### config.mk
export PLATFORM = sky130hd
export DESIGN_NAME = socket_pwr_seq
export DESIGN_NICKNAME = d
export VERILOG_FILES = /design/src/rtl/sps_pkg.sv /design/src/rtl/sps_us_tick.sv /design/src/rtl/sps_span_timer.sv /design/src/rtl/socket_pwr_seq.sv
export SDC_FILE = /design/constraint.sdc
export NUM_CORES = 1
export LEC_CHECK = 0
export BUFFER_PORTS_ARGS = -buffer_cell sky130_fd_sc_hd__buf_2
export CAP_MARGIN = 40
export CORE_MARGIN = 1.5
export CORE_UTILIZATION = 40
export CTS_BUF_LIST = sky130_fd_sc_hd__clkbuf_2 sky130_fd_sc_hd__clkbuf_4 sky130_fd_sc_hd__clkbuf_8
export CTS_CLUSTER_SIZE = 40
export DETAILED_ROUTE_END_ITERATION = 6
export HOLD_SLACK_MARGIN = 0.12
export SETUP_SLACK_MARGIN = 0.3
export SLEW_MARGIN = 20
export SYNTH_ARGS = -nofsm -noshare
export SYNTH_HDL_FRONTEND = slang
export SYNTH_HIERARCHICAL = 1
export SYNTH_SLANG_ARGS = --single-unit
### constraint.sdc
create_clock -name clk -period 3.7 [get_ports clk]
set_input_delay 0.37 -clock clk [delete_from_list [all_inputs] [get_ports clk]]
set_output_delay 0.37 -clock clk [all_outputs]
set_load 0.1 [all_outputs]
### src/rtl/sps_pkg.sv
package sps_pkg;

    typedef enum logic [2:0] {
        PH_IDLE   = 3'd0,
        PH_DROP   = 3'd1,
        PH_FALL   = 3'd2,
        PH_RISE   = 3'd3,
        PH_RESET  = 3'd4,
        PH_SETTLE = 3'd5,
        PH_ON     = 3'd6,
        PH_DOWN   = 3'd7
    } phase_e;

    localparam logic [1:0] VCC_OFF = 2'b00;
    localparam logic [1:0] VCC_5V  = 2'b01;
    localparam logic [1:0] VPP_OFF = 2'b00;

    function automatic int unsigned umax(input int unsigned a, input int unsigned b);
        return (a > b) ? a : b;
    endfunction

    function automatic int unsigned bits_for(input int unsigned v);
        return (v < 2) ? 1 : $clog2(v + 1);
    endfunction

endpackage

### src/rtl/sps_us_tick.sv
module sps_us_tick #(
    parameter int unsigned TICKS_PER_US = 125
) (
    input  logic clk,
    input  logic rst_n,
    input  logic clear,
    output logic tick
);
    localparam int unsigned PW = sps_pkg::bits_for(TICKS_PER_US);
    localparam logic [PW-1:0] LAST = PW'(TICKS_PER_US - 1);

    logic [PW-1:0] cnt_d, cnt_q;

    assign tick = (cnt_q == LAST);

    always_comb begin
        if (clear || tick) cnt_d = '0;
        else               cnt_d = cnt_q + 1'b1;
    end

    always_ff @(posedge clk) begin
        if (!rst_n) cnt_q <= '0;
        else        cnt_q <= cnt_d;
    end
endmodule

### src/rtl/sps_span_timer.sv
module sps_span_timer #(
    parameter int unsigned US_W = 19
) (
    input  logic            clk,
    input  logic            rst_n,
    input  logic            clear,
    input  logic            tick,
    input  logic [US_W-1:0] len_us,
    output logic            done
);
    logic [US_W-1:0] us_d, us_q;

    assign done = tick && (us_q == len_us - 1'b1);

    always_comb begin
        if (clear)     us_d = '0;
        else if (tick) us_d = us_q + 1'b1;
        else           us_d = us_q;
    end

    always_ff @(posedge clk) begin
        if (!rst_n) us_q <= '0;
        else        us_q <= us_d;
    end
endmodule

### src/rtl/socket_pwr_seq.sv
module socket_pwr_seq #(
    parameter int unsigned TICKS_PER_US = 125,
    parameter int unsigned OFF_US       = 20000,
    parameter int unsigned FALL_US      = 400000,
    parameter int unsigned RISE_US      = 420000,
    parameter int unsigned RESET_US     = 10,
    parameter int unsigned SETTLE_US    = 20000,
    parameter int unsigned DOWN_US      = 320000
) (
    input  logic       clk,
    input  logic       rst_n,
    input  logic       en_req,
    input  logic       dis_req,
    input  logic       card_gone,
    output logic [1:0] vcc_ctl,
    output logic [1:0] vpp_ctl,
    output logic       card_rst,
    output logic       busy,
    output logic       ready
);
    import sps_pkg::*;

    localparam int unsigned MAX_US = umax(umax(umax(OFF_US, FALL_US), umax(RISE_US, RESET_US)),
                                          umax(SETTLE_US, DOWN_US));
    localparam int unsigned US_W = bits_for(MAX_US);

    typedef struct packed {
        phase_e     ph;
        logic [1:0] vcc;
        logic [1:0] vpp;
        logic       crst;
        logic       busy;
        logic       ready;
    } seq_t;

    seq_t            s_d, s_q;
    logic            load;
    logic            tick;
    logic            done;
    logic [US_W-1:0] len_us;
    phase_e          nxt;

    sps_us_tick #(.TICKS_PER_US(TICKS_PER_US)) u_tick (
        .clk   (clk),
        .rst_n (rst_n),
        .clear (load),
        .tick  (tick)
    );

    sps_span_timer #(.US_W(US_W)) u_span (
        .clk    (clk),
        .rst_n  (rst_n),
        .clear  (load),
        .tick   (tick),
        .len_us (len_us),
        .done   (done)
    );

    // wait length of the phase currently held
    always_comb begin
        unique case (s_q.ph)
            PH_DROP:   len_us = US_W'(OFF_US);
            PH_FALL:   len_us = US_W'(FALL_US);
            PH_RISE:   len_us = US_W'(RISE_US);
            PH_RESET:  len_us = US_W'(RESET_US);
            PH_SETTLE: len_us = US_W'(SETTLE_US);
            PH_DOWN:   len_us = US_W'(DOWN_US);
            default:   len_us = US_W'(1);
        endcase
    end

    always_comb begin
        nxt  = s_q.ph;
        load = 1'b0;
        if (card_gone) begin
            nxt  = PH_DOWN;
            load = 1'b1;
        end else begin
            unique case (s_q.ph)
                PH_IDLE, PH_ON: begin
                    if (dis_req) begin
                        nxt  = PH_DOWN;
                        load = 1'b1;
                    end else if (en_req) begin
                        nxt  = PH_DROP;
                        load = 1'b1;
                    end
                end
                PH_DROP:   if (done) begin nxt = PH_FALL;   load = 1'b1; end
                PH_FALL:   if (done) begin nxt = PH_RISE;   load = 1'b1; end
                PH_RISE:   if (done) begin nxt = PH_RESET;  load = 1'b1; end
                PH_RESET:  if (done) begin nxt = PH_SETTLE; load = 1'b1; end
                PH_SETTLE: if (done) begin nxt = PH_ON;     load = 1'b1; end
                PH_DOWN:   if (done) begin nxt = PH_IDLE;   load = 1'b1; end
                default:   begin nxt = PH_IDLE; load = 1'b1; end
            endcase
        end

        s_d.ph    = nxt;
        s_d.vpp   = VPP_OFF;
        s_d.vcc   = (nxt == PH_RISE || nxt == PH_RESET ||
                     nxt == PH_SETTLE || nxt == PH_ON) ? VCC_5V : VCC_OFF;
        s_d.crst  = (nxt == PH_RESET);
        s_d.ready = (nxt == PH_ON);
        s_d.busy  = (nxt != PH_ON) && (nxt != PH_IDLE);
    end

    always_ff @(posedge clk) begin
        if (!rst_n) begin
            s_q.ph    <= PH_IDLE;
            s_q.vcc   <= VCC_OFF;
            s_q.vpp   <= VPP_OFF;
            s_q.crst  <= 1'b0;
            s_q.busy  <= 1'b0;
            s_q.ready <= 1'b0;
        end else begin
            s_q <= s_d;
        end
    end

    assign vcc_ctl  = s_q.vcc;
    assign vpp_ctl  = s_q.vpp;
    assign card_rst = s_q.crst;
    assign busy     = s_q.busy;
    assign ready    = s_q.ready;
endmodule

== Word level (Yosys, flattened, before mapping) ==
Index checks and enable logic that the tools add are counted.
W data, S select, Z words.

* $add $sub $neg: 3
* Reductions and logical operators: 13
* Bitwise gates (word level): 1
* Equal/unequal tests: 14
* Mux-type cells: 17

{| class="wikitable"
|+ Operators with widths
! cell !! count
|-
| $pmux W19 S5 || 1
|-
| $mux W3 || 9
|-
| $eq A3 B3 Y1 const B || 7
|-
| $pmux W3 S7 || 1
|-
| $add A19 B1 Y19 const B || 1
|-
| $eq A19 B19 Y1 || 1
|-
| $sub A19 B1 Y19 const B || 1
|-
| $eq A3 B2 Y1 const B || 3
|-
| $reduce_or A2 Y1 || 4
|-
| $add A7 B1 Y7 const B || 1
|-
| $eq A7 B7 Y1 const B || 1
|-
| $reduce_or A6 Y1 || 1
|-
| $mux W1 || 5
|-
| $logic_or A1 B1 Y1 || 4
|-
| $eq A3 B1 Y1 const B || 1
|-
| $logic_not A3 Y1 || 1
|-
| $ne A3 B3 Y1 const B || 1
|-
| $reduce_bool A3 Y1 || 1
|-
| $logic_and A1 B1 Y1 || 2
|-
| $pmux W1 S2 || 1
|-
| $not A1 Y1 || 1
|}

* Logic and storage cells: 56
* Flip-flop bits (word level): 36

== Logic depth before layout (Yosys ltp) ==
Gate-level depths: netlist of the first run.

* Word-level depth: 14
* Depth in mapped cells: 18
* Mapped depth without buffers: 15

== By module ==
The synthesis of the first run kept the hierarchy.

{| class="wikitable"
|+ By module, submodules not included
! module !! sequential area each (µm²) !! area each (µm²) !! times used !! cells an instance
|-
| sps_span_timer || 380.4 || 1485.2 || 1 || 185
|-
| socket_pwr_seq || 140.1 || 536.8 || 1 || 63
|-
| sps_us_tick || 140.1 || 317.8 || 1 || 36
|}

== Worst setup path before layout of the first run ==
No wires, ideal clock.

* Path type: reg-to-reg
* Start: register s_q[9] (netlist bit)
* End: register s_q (netlist bit vcc_ctl[0])
* Cell stages (with the launch flop): 15
* Setup time: 0.120 ns
* Buffers on the path: 1
* Slack: 0.019 ns
* Clock period less this slack: 3.681 ns
* Data required time: 3.580 ns
* Arrival: 3.561 ns
* Cells stage by stage: dfxtp_1 buf_6 and2b_1 or2_2 nor3_1 nand4_4 nor4_1 xnor2_1 nand4_1 nor4_2 and2b_1 o21ai_0 and2_1 a21boi_0 o31a_1

* Longest elaborated chain between the ends: 14

{| class="wikitable"
|+ RTL lines
! what !! RTL line !! source
|-
| from (decl) || socket_pwr_seq.sv:36 || <nowiki>seq_t s_d, s_q;</nowiki>
|-
| $eq A3 B3 Y1 / $eq A3 B1 Y1 (equally long branches) || socket_pwr_seq.sv:61 || <nowiki>unique case (s_q.ph)</nowiki>
|-
| $reduce_or A2 Y1 (no line) || - ||
|-
| $pmux W19 S5 * || socket_pwr_seq.sv:61 ||
|-
| net len_us[17] || socket_pwr_seq.sv:40 || <nowiki>logic [US_W-1:0] len_us;</nowiki>
|-
| $sub A19 B1 Y19 * || sps_span_timer.sv:13 || <nowiki>assign done = tick && (us_q == len_us - 1'b1);</nowiki>
|-
| $eq A19 B19 Y1 * || sps_span_timer.sv:13 ||
|-
| $logic_and A1 B1 Y1 * || sps_span_timer.sv:13 ||
|-
| net done || socket_pwr_seq.sv:39 || <nowiki>logic done;</nowiki>
|-
| $mux W3, or another cell as far along || socket_pwr_seq.sv:94 || <nowiki>PH_DOWN: if (done) begin nxt = PH_IDLE; load = 1'b1; end</nowiki>
|-
| $pmux W3 S7 * || socket_pwr_seq.sv:79 || <nowiki>unique case (s_q.ph)</nowiki>
|-
| $mux W3 * || socket_pwr_seq.sv:75 || <nowiki>if (card_gone) begin</nowiki>
|-
| $eq A3 B2 Y1 / $eq A3 B3 Y1 (equally long branches) || socket_pwr_seq.sv:101 || <nowiki>s_d.vcc = (nxt == PH_RISE || nxt == PH_RESET ||</nowiki>
|-
| $logic_or A1 B1 Y1 (2 in a row) || socket_pwr_seq.sv:101 ||
|-
| $logic_or A1 B1 Y1 * || socket_pwr_seq.sv:102 || <nowiki>nxt == PH_SETTLE || nxt == PH_ON) ? VCC_5V : VCC_OFF;</nowiki>
|-
| $mux W1 * || socket_pwr_seq.sv:102 ||
|}

Mark *: on every way through the listed nets, which the timed path passes. The rest lies on a longest branch.
A chain may end at the register's enable or synchronous reset.

== Final worst setup path of the first run ==
Ends and elaborated chain as after synthesis.

==> results of run 1 <==
[path summary, 6_finish.rpt]
path	slack (ns)	to	from
setup reg to reg	0.25	vcc_ctl[0]	s_q[9]
setup / recovery	0.25	vcc_ctl[0]	s_q[9]
hold / removal	0.41	vcc_ctl[0]	rst_n
hold reg to reg	0.50	u_tick/cnt_q[0]	u_tick/cnt_q[0]
[area by class of cell]
class	instances	area, µm²
Sequential cell	33	672
Inverter	9	38.8
Clock inverter	1	7.51
Multi-Input combinational cell	243	1740
Tap cell	72	90.1
Fill cell	521	2530
Clock buffer	6	82.6
Timing Repair Buffer	50	410
[synth_stat cells, drive strengths merged, types with 3 or more instances]
cell type	count	area share
nor2	37	0.059
dfxtp	33	0.28
xor2	25	0.10
xnor2	21	0.079
nand3	15	0.034
o21ai	14	0.030
a21oi	13	0.028
nand2	13	0.021
nand4	11	0.036
buf	10	0.038
inv	9	0.014
nor3	8	0.021
and2	5	0.014
and3	5	0.016
clkbuf	5	0.0080
nor4	5	0.025
or3	5	0.013
and2b	4	0.014
ha	4	0.021
a21boi	3	0.0096
mux2i	3	0.013
nand2b	3	0.0080
o31ai	3	0.0096
[logic make-up (layout without fill, tap and decap cells)]
group           count (synthesis)  after routing
compound gates                 46             46
buf+inv                        24             66
fa+ha+maj                       4              4
mux                             3              3
simple gates                  127            127
flops                          33             33
other cells                     1             17
xor+xnor                       46             46
[layout by cell type (no fill, tap or decap), drive strengths merged, types with 3 or more instances in the layout]
cell    synthesis  layout
conb            1      17
nor2           37      37
xnor2          21      21
ha              4       4
or3             5       5
and3            5       5
a21boi          3       3
nor4            5       5
xor2           25      25
mux2i           3       3
o21ai          14      14
o31ai           3       3
nand2          13      13
nand4          11      11
a21oi          13      13
and2b           4       4
and2            5       5
nand2b          3       3
nand3          15      15
dfxtp          33      33
buf            10      50
clkbuf          5       6
nor3            8       8
inv             9       9
[critical path, cell delays in order, from the launching register on]
cell and delay, ns:
sky130_fd_sc_hd__dfxtp_4 0.37, sky130_fd_sc_hd__buf_12 0.12, sky130_fd_sc_hd__and2b_2 0.26, sky130_fd_sc_hd__or2_4 0.27, sky130_fd_sc_hd__nor3_4 0.26, sky130_fd_sc_hd__nand4_4 0.16
sky130_fd_sc_hd__a2111oi_4 0.30, sky130_fd_sc_hd__a211o_1 0.14, sky130_fd_sc_hd__nand4_1 0.12, sky130_fd_sc_hd__nor4_4 0.30, sky130_fd_sc_hd__buf_4 0.19, sky130_fd_sc_hd__xor2_2 0.07
sky130_fd_sc_hd__a21o_1 0.19, sky130_fd_sc_hd__and3_1 0.15, sky130_fd_sc_hd__and3b_1 0.16, sky130_fd_sc_hd__o31a_1 0.28
[sequential cells by signal, indices dropped and copies added (netlist names)]
name and flops:
s_q 3, vcc_ctl 1, u_tick/cnt_q 7, busy 1
card_rst 1, u_span/us_q 19, ready 1
[what timing repair did]
item / in CTS / in global routing
setup buffers: 9 / 12
hold endpoints to repair: 0 / 0
resized for setup: 17 / 25
endpoints found under the setup margin: 31 / 33
pin swaps: 13 / 19
[power by group through the flow]
stage / Clock [µW] / Combinational [µW] / Sequential [µW]
final: 276 / 334 / 371
after global routing: 300 / 359 / 372
after CTS: 290 / 289 / 371
after detailed placement: 0 / 266 / 380
after global placement: 0 / 265 / 379
after floorplan: 0 / 198 / 387
[metal layers]
layer  share of wire  wire, µm  vias up
met5               0         0        -
met4           0.014        73        0
met3           0.038       205        6
met2            0.48      2550       43
met1            0.47      2530      959
li1                -         -     1088
[metrics by stage]
| step | instances | hold slack, ns | setup TNS (ns) |
|---|---|---|---|
| 3_5_place_dp | 386 | 0.486 | -0.0200 |
| 2_1_floorplan | 300 | 0.452 | 0 |
| 6_report | 414 | 0.414 | 0 |
| 3_3_place_gp | 386 | 0.476 | 0 |
| 4_1_cts | 402 | 0.388 | 0 |
| 5_1_grt | 414 | 0.408 | 0 |
==> results.env, run 1 <==
STATUS='complete, no violations'
POWER_SHARE_OF_THE_COMBINATIONAL_GROUP=0.340
YS.WARNINGS.COUNT=6
DIE_AREA_UM2=6320
SYNTHARSTFLOPSHARE=0
SHARE_SEQ_OF_TOTAL_POWER=0.379
CTS-ROOT-TO-SINK-BUFFERS=2
MAXSLEWHEADROOM=0.578
MAX_CAPACITANCE_VIOLATION_COUNT=0
WIRELENGTH_MM=5.36
ROUTED_VIA_DENSITY=5.06
SYNTH-SIMPLE-AREA-SHARE=0.318
POST-ROUTE-PERIOD-UTIL=0.933
FIN_UTIL=0.546
FINALHOLDVIOLCOUNT=0
HTREEDEPTH=2
POST-ROUTE-CELL-AREA_UM2=3040
DIE-HEIGHT_UM=79.5
GR-MAX-USAGE-LAYER='met2'
CTS_TREE='yes'
SYNTH-COMPOUND-AREA-SHARE=0.122
VIAS=2096
POST-ROUTE-DRC-COUNT=0
FINALWORSTPATHREQUIREDPERIOD_NS=3.45
CP.REQUIRED_NS=3.87
FLOORPLAN.INITIALDENSITY=0.420
SETUP-VIOLATIONS-FINAL=0
IO_PINS=12
POWER_REPORT.INTERNAL_TOTAL_uW=662
CLKPWRFRAC=0.281
POST_SYNTHESIS_TO_FINAL_LAYOUT_AREA_GROWTH_PCT=30.1
SYN-MEAN-INSTANCE-AREA_UM2=8.24
VDD_DROP_MAX_uV=167
POST_DETAILED_ROUTE_WIRELENGTH_PER_CELL_UM=12.9
FINAL_NET_COUNT=351
DIE_OUTLINE_WIDTH_UM=79.5
P_TOTAL_uW=981
VIA_COUNT_OF_THE_FIRST_GLOBAL_ROUTING_PASS=1981
GRT_USE_MET2=0.288
FINALCLOCKSKEW_NS=0.00849
GRT_PASS1_WL_MM=8.76
SETUP_REPAIR_AFTER_GLOBAL_ROUTING_MISSED_ITS_MARGIN='true'
HOLDBUFCOUNTCTS=0
GRT_MAX_DEGREE=20
SYNTH_XOR_AREA_FRAC=0.180
NETLIST_INSTANCES=284
FIRST_PASS_ITERS=4
NUMCTSBUFFERS=5
CRITPATHCAPTURETYPE='flop'
YOSYS.CELL_TYPES.COUNT=61
LAUNCHING_ELEMENT_TYPE_OF_THE_CRITICAL_PATH='flop'
GRT_USE_MET1=0.227
DETAILEDROUTE.FIRSTITERATIONVIOLATIONS=90
WORST_R2R_PATH_DEPTH=15
DRV_SLEW=0
STATIC-LEAKAGE-POWER_uW=0.00117
PLACEDINSTANCEAREA_UM2=2650
POWER.SWITCHING_uW=319
POWER_DENSITY_OF_THE_PLACED_CELLS_nW_PER_UM2=322
HOLD_CLASS='input port to flop'
WORST-PATH-MAX-FANOUT=6
PORT_BUFFERS=8
FINAL_ANTENNA_NET_COUNT=0
FLIP_FLOP_AND_LATCH_COUNT_AFTER_SYNTHESIS=33
CLOCK_PIN_SLEW_OF_THE_REGISTERS_ON_THE_WORST_CASE_SETUP_AND_HOLD_PATHS_NS=0.07
FMAX_MHz=290
GLOBALROUTETOTALUTIL=0.174
SYN-CELL-AREA_UM2=2340
CLOCK-SINKS=33
N_ANTENNA_CELL=0
CRITICAL_PATH_CLASS='flop to flop'
GRT.MET3_USAGE=0.0343
NUM_ROWS=27
SYNTH_SEQ_AREA_SHARE=0.282
DETAILEDPLACE.WORSTSLACK_NS=-0.0200
DRIVE_ABOVE_1_SHARE=0.289
HOLD_DEPTH=2
SYNTH.AREA.MUX_SHARE=0.0128
WORST-ENDPOINT-ARRIVAL_NS=3.63
CTSROOTBUFFERMASTER='sky130_fd_sc_hd__clkbuf_8'
GLOBAL_PLACEMENT_ROUTABILITY_CONGESTION=0.854
POWER.SHARE.SWITCHING=0.325
SLACK_OF_THE_CRITICAL_PATH_NS=0.248
WORST_PIN_SLEW_NS=0.628
CLK_LATENCY_NS=0.28
DESIGN.CORE.AREA_UM2=5570
AREA_SHARE_OF_FA_HA_MAJ_CELLS_AFTER_SYNTHESIS=0.0214
SYNTH_FF_TYPE='sky130_fd_sc_hd__dfxtp_1'
SYNTH_TOP_FAMILY_BY_AREA='simple AND/OR/NAND/NOR gates'
PLACE_HPWL_MM=3.70
GLOBALROUTE.TOTALOVERFLOW=0
GRT_ANTENNA_BEFORE_REPAIR=0
SYNTH_EDF_COUNT=0
(Power assumes the default switching activity.)
==> run 2, diff against run 1 <==
- PLACE_DENSITY: default -> 0.58
==> run 2 against run 1 <==
Against the previous run:
- design area is 2.4% lower
- flip-flop and latch count stayed put
- clock skew is 0.0059 ns higher
- sequential share of layout area is 0.54 points higher
- register-to-register slack worse by 0.04 ns
- critical path depth is 3 lower
- largest power group unchanged
- sequential power hardly changed
- die area stayed put
- wire length is 1.4% lower
- combinational power is 6% lower
==> results.env, run 2 (synthesis gave the netlist of run 1 again) <==
WORST_PIN_SLEW_NS=0.677  # was 0.628 ns
MAX_CAPACITANCE_VIOLATION_COUNT=0  # unchanged
N_ANTENNA_CELL=0  # unchanged
NUMCTSBUFFERS=5  # unchanged
LARGEST_REG_FLOPS=19  # unchanged
NUM_ROWS=27  # unchanged
GRT_MAX_DEGREE=20  # unchanged
WORST-ENDPOINT-ARRIVAL_NS=3.67  # was 3.63 ns
DIE-HEIGHT_UM=79.5  # unchanged
POST-ROUTE-DRC-COUNT=0  # unchanged
CLOCK-SINKS=33  # unchanged
FIN_SETUP_TNS_NS=0  # unchanged
SETUP_REPAIR_AFTER_GLOBAL_ROUTING_MISSED_ITS_MARGIN='true'  # unchanged
VIA_COUNT_OF_THE_FIRST_GLOBAL_ROUTING_PASS=1803  # was 1,981
WIRELENGTH_MM=5.28  # was 5.36 mm
DIE_AREA_UM2=6320  # unchanged
BUFFERS_AND_INVERTERS_ON_THE_WORST_PATH=1  # was 2
SLOWEST_STAGE='sky130_fd_sc_hd__or4_4'  # was sky130_fd_sc_hd__dfxtp_4
CRIT_FAMILY='simple AND/OR/NAND/NOR gates'  # unchanged
CRITPATHCAPTURETYPE='flop'  # unchanged
ROUTED_VIA_DENSITY=5.00  # was 5.06
FINAL.FILL_COUNT=519  # was 521
VDD_DROP_MAX_uV=179  # was 167 µV
FINALCLOCKSKEW_NS=0.0144  # was 0.00849 ns
CTSROOTBUFFERMASTER='sky130_fd_sc_hd__clkbuf_8'  # unchanged
DETAILEDROUTE.FIRSTITERATIONVIOLATIONS=116  # was 90
CP_NUM_CELLS=12  # was 15
GRT_ANTENNA_BEFORE_REPAIR=0  # unchanged
MAX_FLOP_REGISTER='u_span/us_q'  # unchanged
SETUP-VIOLATIONS-FINAL=0  # unchanged
HOLD_CLASS='input port to flop'  # unchanged
GLOBALROUTE.TOTALOVERFLOW=0  # unchanged
DESIGN.CORE.AREA_UM2=5570  # unchanged
WORSTSETUPSTARTPOINT='s_q[7]'  # was s_q[9]
SLACK_OF_THE_CRITICAL_PATH_NS=0.211  # was 0.248 ns
REG2REG_SETUP_SLACK_NS=0.21  # was 0.25 ns
VIAS=2040  # was 2,096
CRITICAL_PATH_MAX_STAGE_DELAY_NS=0.54  # was 0.37 ns
FIN_UTIL=0.533  # was 0.546
DRIVE_ABOVE_1_SHARE=0.271  # was 0.289
CLOCK_PIN_SLEW_OF_THE_REGISTERS_ON_THE_WORST_CASE_SETUP_AND_HOLD_PATHS_NS=0.08  # was 0.07 ns
PORT_BUFFERS=8  # unchanged
WORST-PATH-MAX-FANOUT=11  # was 6
FINAL_ANTENNA_NET_COUNT=0  # unchanged
POWER_DENSITY_OF_THE_PLACED_CELLS_nW_PER_UM2=329  # was 322 nW/µm²
HTREEDEPTH=2  # unchanged
FINALWORSTPATHREQUIREDPERIOD_NS=3.49  # was 3.45 ns
STATIC-LEAKAGE-POWER_uW=0.00113  # was 0.00117 µW
REG.LARGEST.LIST='u_span/us_q (19), u_tick/cnt_q (7), s_q (3)'  # unchanged
CRIT_PATH_CELL_TRACE='buf_4 -> or4_4 -> or3_4 -> a2111oi_4 -> a211o_1 -> nand4_1 -> nor4_4 -> and2b_2 -> o21ai_4 -> and2_4 -> a21boi_1 -> o31a_1'  # was buf_12 -> and2b_2 -> or2_4 -> nor3_4 -> nand4_4 -> a2111oi_4 -> a211o_1 -> nand4_1 -> nor4_4 -> buf_4 -> xor2_2 -> a21o_1 -> and3_1 -> and3b_1 -> o31a_1
CRITICAL_PATH_CLASS='flop to flop'  # unchanged
FINAL_NET_COUNT=344  # was 351
CP.REQUIRED_NS=3.88  # was 3.87 ns
FLOORPLAN.INITIALDENSITY=0.420  # unchanged
WORSTSETUPENDPOINT='vcc_ctl[0]'  # unchanged
IO_PINS=12  # unchanged
FINALHOLDVIOLCOUNT=0  # unchanged
WORST_R2R_ENDPOINT='vcc_ctl[0]'  # unchanged
POST_SYNTHESIS_TO_FINAL_LAYOUT_AREA_GROWTH_PCT=27.0  # was 30.1%
STATUS='complete, no violations'  # unchanged
DRV_SLEW=0  # unchanged
PLACE_HPWL_MM=3.86  # was 3.70 mm
CLK_LATENCY_NS=0.29  # was 0.28 ns
FMAX_MHz=287  # was 290 MHz
DIE_OUTLINE_WIDTH_UM=79.5  # unchanged
DETAILEDPLACE.WORSTSLACK_NS=-0.0340  # was -0.0200 ns
POST_DETAILED_ROUTE_WIRELENGTH_PER_CELL_UM=12.9  # about the same
PLACEDINSTANCEAREA_UM2=2640  # was 2650 µm²
POST-ROUTE-PERIOD-UTIL=0.943  # was 0.933
FIRST_PASS_ITERS=4  # unchanged
REGTOREGSTARTPOINT='s_q[7]'  # was s_q[9]
MAXSLEWHEADROOM=0.546  # was 0.578
MOSTFREQUENTLAYOUTCELL='sky130_fd_sc_hd__nor2_1'  # unchanged
CTS-ROOT-TO-SINK-BUFFERS=2  # unchanged
POST-ROUTE-CELL-AREA_UM2=2970  # was 3040 µm²
LAYOUT_COMMON_CELLS='sky130_fd_sc_hd__nor2_1 (35), sky130_fd_sc_hd__dfxtp_1 (30), sky130_fd_sc_hd__buf_4 (28)'  # was sky130_fd_sc_hd__nor2_1 (35), sky130_fd_sc_hd__buf_4 (32), sky130_fd_sc_hd__dfxtp_1 (30)
GRT_PASS1_WL_MM=8.71  # was 8.76 mm
WORST_R2R_PATH_DEPTH=12  # was 15
LAUNCHING_ELEMENT_TYPE_OF_THE_CRITICAL_PATH='flop'  # unchanged
CTS_TREE='yes'  # unchanged
GLOBALROUTETOTALUTIL=0.175  # was 0.174
GLOBAL_PLACEMENT_ROUTABILITY_CONGESTION=0.891  # was 0.854
run 2: changes by cell type in the layout (fill, tap and decap cells not counted), moves of 2 or more:
cell	delta
sky130_fd_sc_hd__nand2b_1	+2
sky130_fd_sc_hd__inv_4	-2
sky130_fd_sc_hd__nand2b_4	-2
sky130_fd_sc_hd__buf_6	-2
sky130_fd_sc_hd__buf_4	-4
sky130_fd_sc_hd__inv_2	+2
run 2: what timing repair did:
item	4_1_cts	5_1_grt
hold buffers	0	0
setup endpoints to repair	31	31
pin swaps	11	13
cloned	0	0
buffers inserted	7	7
resized for setup	15	23
run 2: worst min path at each step:
stage,startpoint,depth (start not counted),to,slack [ns]
after CTS,rst_n,2,vcc_ctl[0],0.37
after detailed placement,u_tick/cnt_q[0],1,u_tick/cnt_q[0],0.49
after global routing,rst_n,2,vcc_ctl[0],0.38
final,rst_n,2,vcc_ctl[0],0.37
after global placement,u_tick/cnt_q[0],1,u_tick/cnt_q[0],0.48
after floorplan,u_tick/cnt_q[0],1,u_tick/cnt_q[0],0.45
run 2: metrics by stage:
step | total power (µW) | hold slack, ns | instances
floorplan | 585 | 0.452 | 300
global placement | 643 | 0.475 | 386
detailed placement | 645 | 0.493 | 386
CTS | 955 | 0.366 | 401
global route | 1030 | 0.375 | 408
finish | 978 | 0.375 | 408
run 2: report_power, final:
group | leakage, µW | internal (µW) | switching (µW) | total, µW
Sequential | 0.000269 | 363 | 11.4 | 374
Clock | 0.0000512 | 151 | 138 | 289
Combinational | 0.000812 | 139 | 176 | 315
Total | 0.00113 | 652 | 325 | 978
run 2: cell type report:
cell class / count / area (µm²) / area share
inverter: 9 / 33.8 / 0.0114
tap: 72 / 90.1 / 0.0303
clock buffer: 6 / 82.6 / 0.0278
multi-input combinational: 243 / 1740 / 0.586
clock inverter: 2 / 13.8 / 0.00463
sequential: 33 / 672 / 0.226
timing repair buffer: 43 / 338 / 0.114
run 2: worst register-to-register path, stage by stage (launching register included):
cell and delay [ns]:
sky130_fd_sc_hd__dfxtp_4 0.38, sky130_fd_sc_hd__buf_4 0.18, sky130_fd_sc_hd__or4_4 0.54, sky130_fd_sc_hd__or3_4 0.35, sky130_fd_sc_hd__a2111oi_4 0.29, sky130_fd_sc_hd__a211o_1 0.15, sky130_fd_sc_hd__nand4_1 0.12, sky130_fd_sc_hd__nor4_4 0.35
sky130_fd_sc_hd__and2b_2 0.29, sky130_fd_sc_hd__o21ai_4 0.17, sky130_fd_sc_hd__and2_4 0.18, sky130_fd_sc_hd__a21boi_1 0.06, sky130_fd_sc_hd__o31a_1 0.32
run 2: routing by layer:
layer,part of all wire,vias to the layer above,global-route usage
met2,0.44,33,0.265
met1,0.52,919,0.249
met4,0.016,0,0.0526
li1,-,1080,-
met5,0,-,0
met3,0.025,8,0.0309
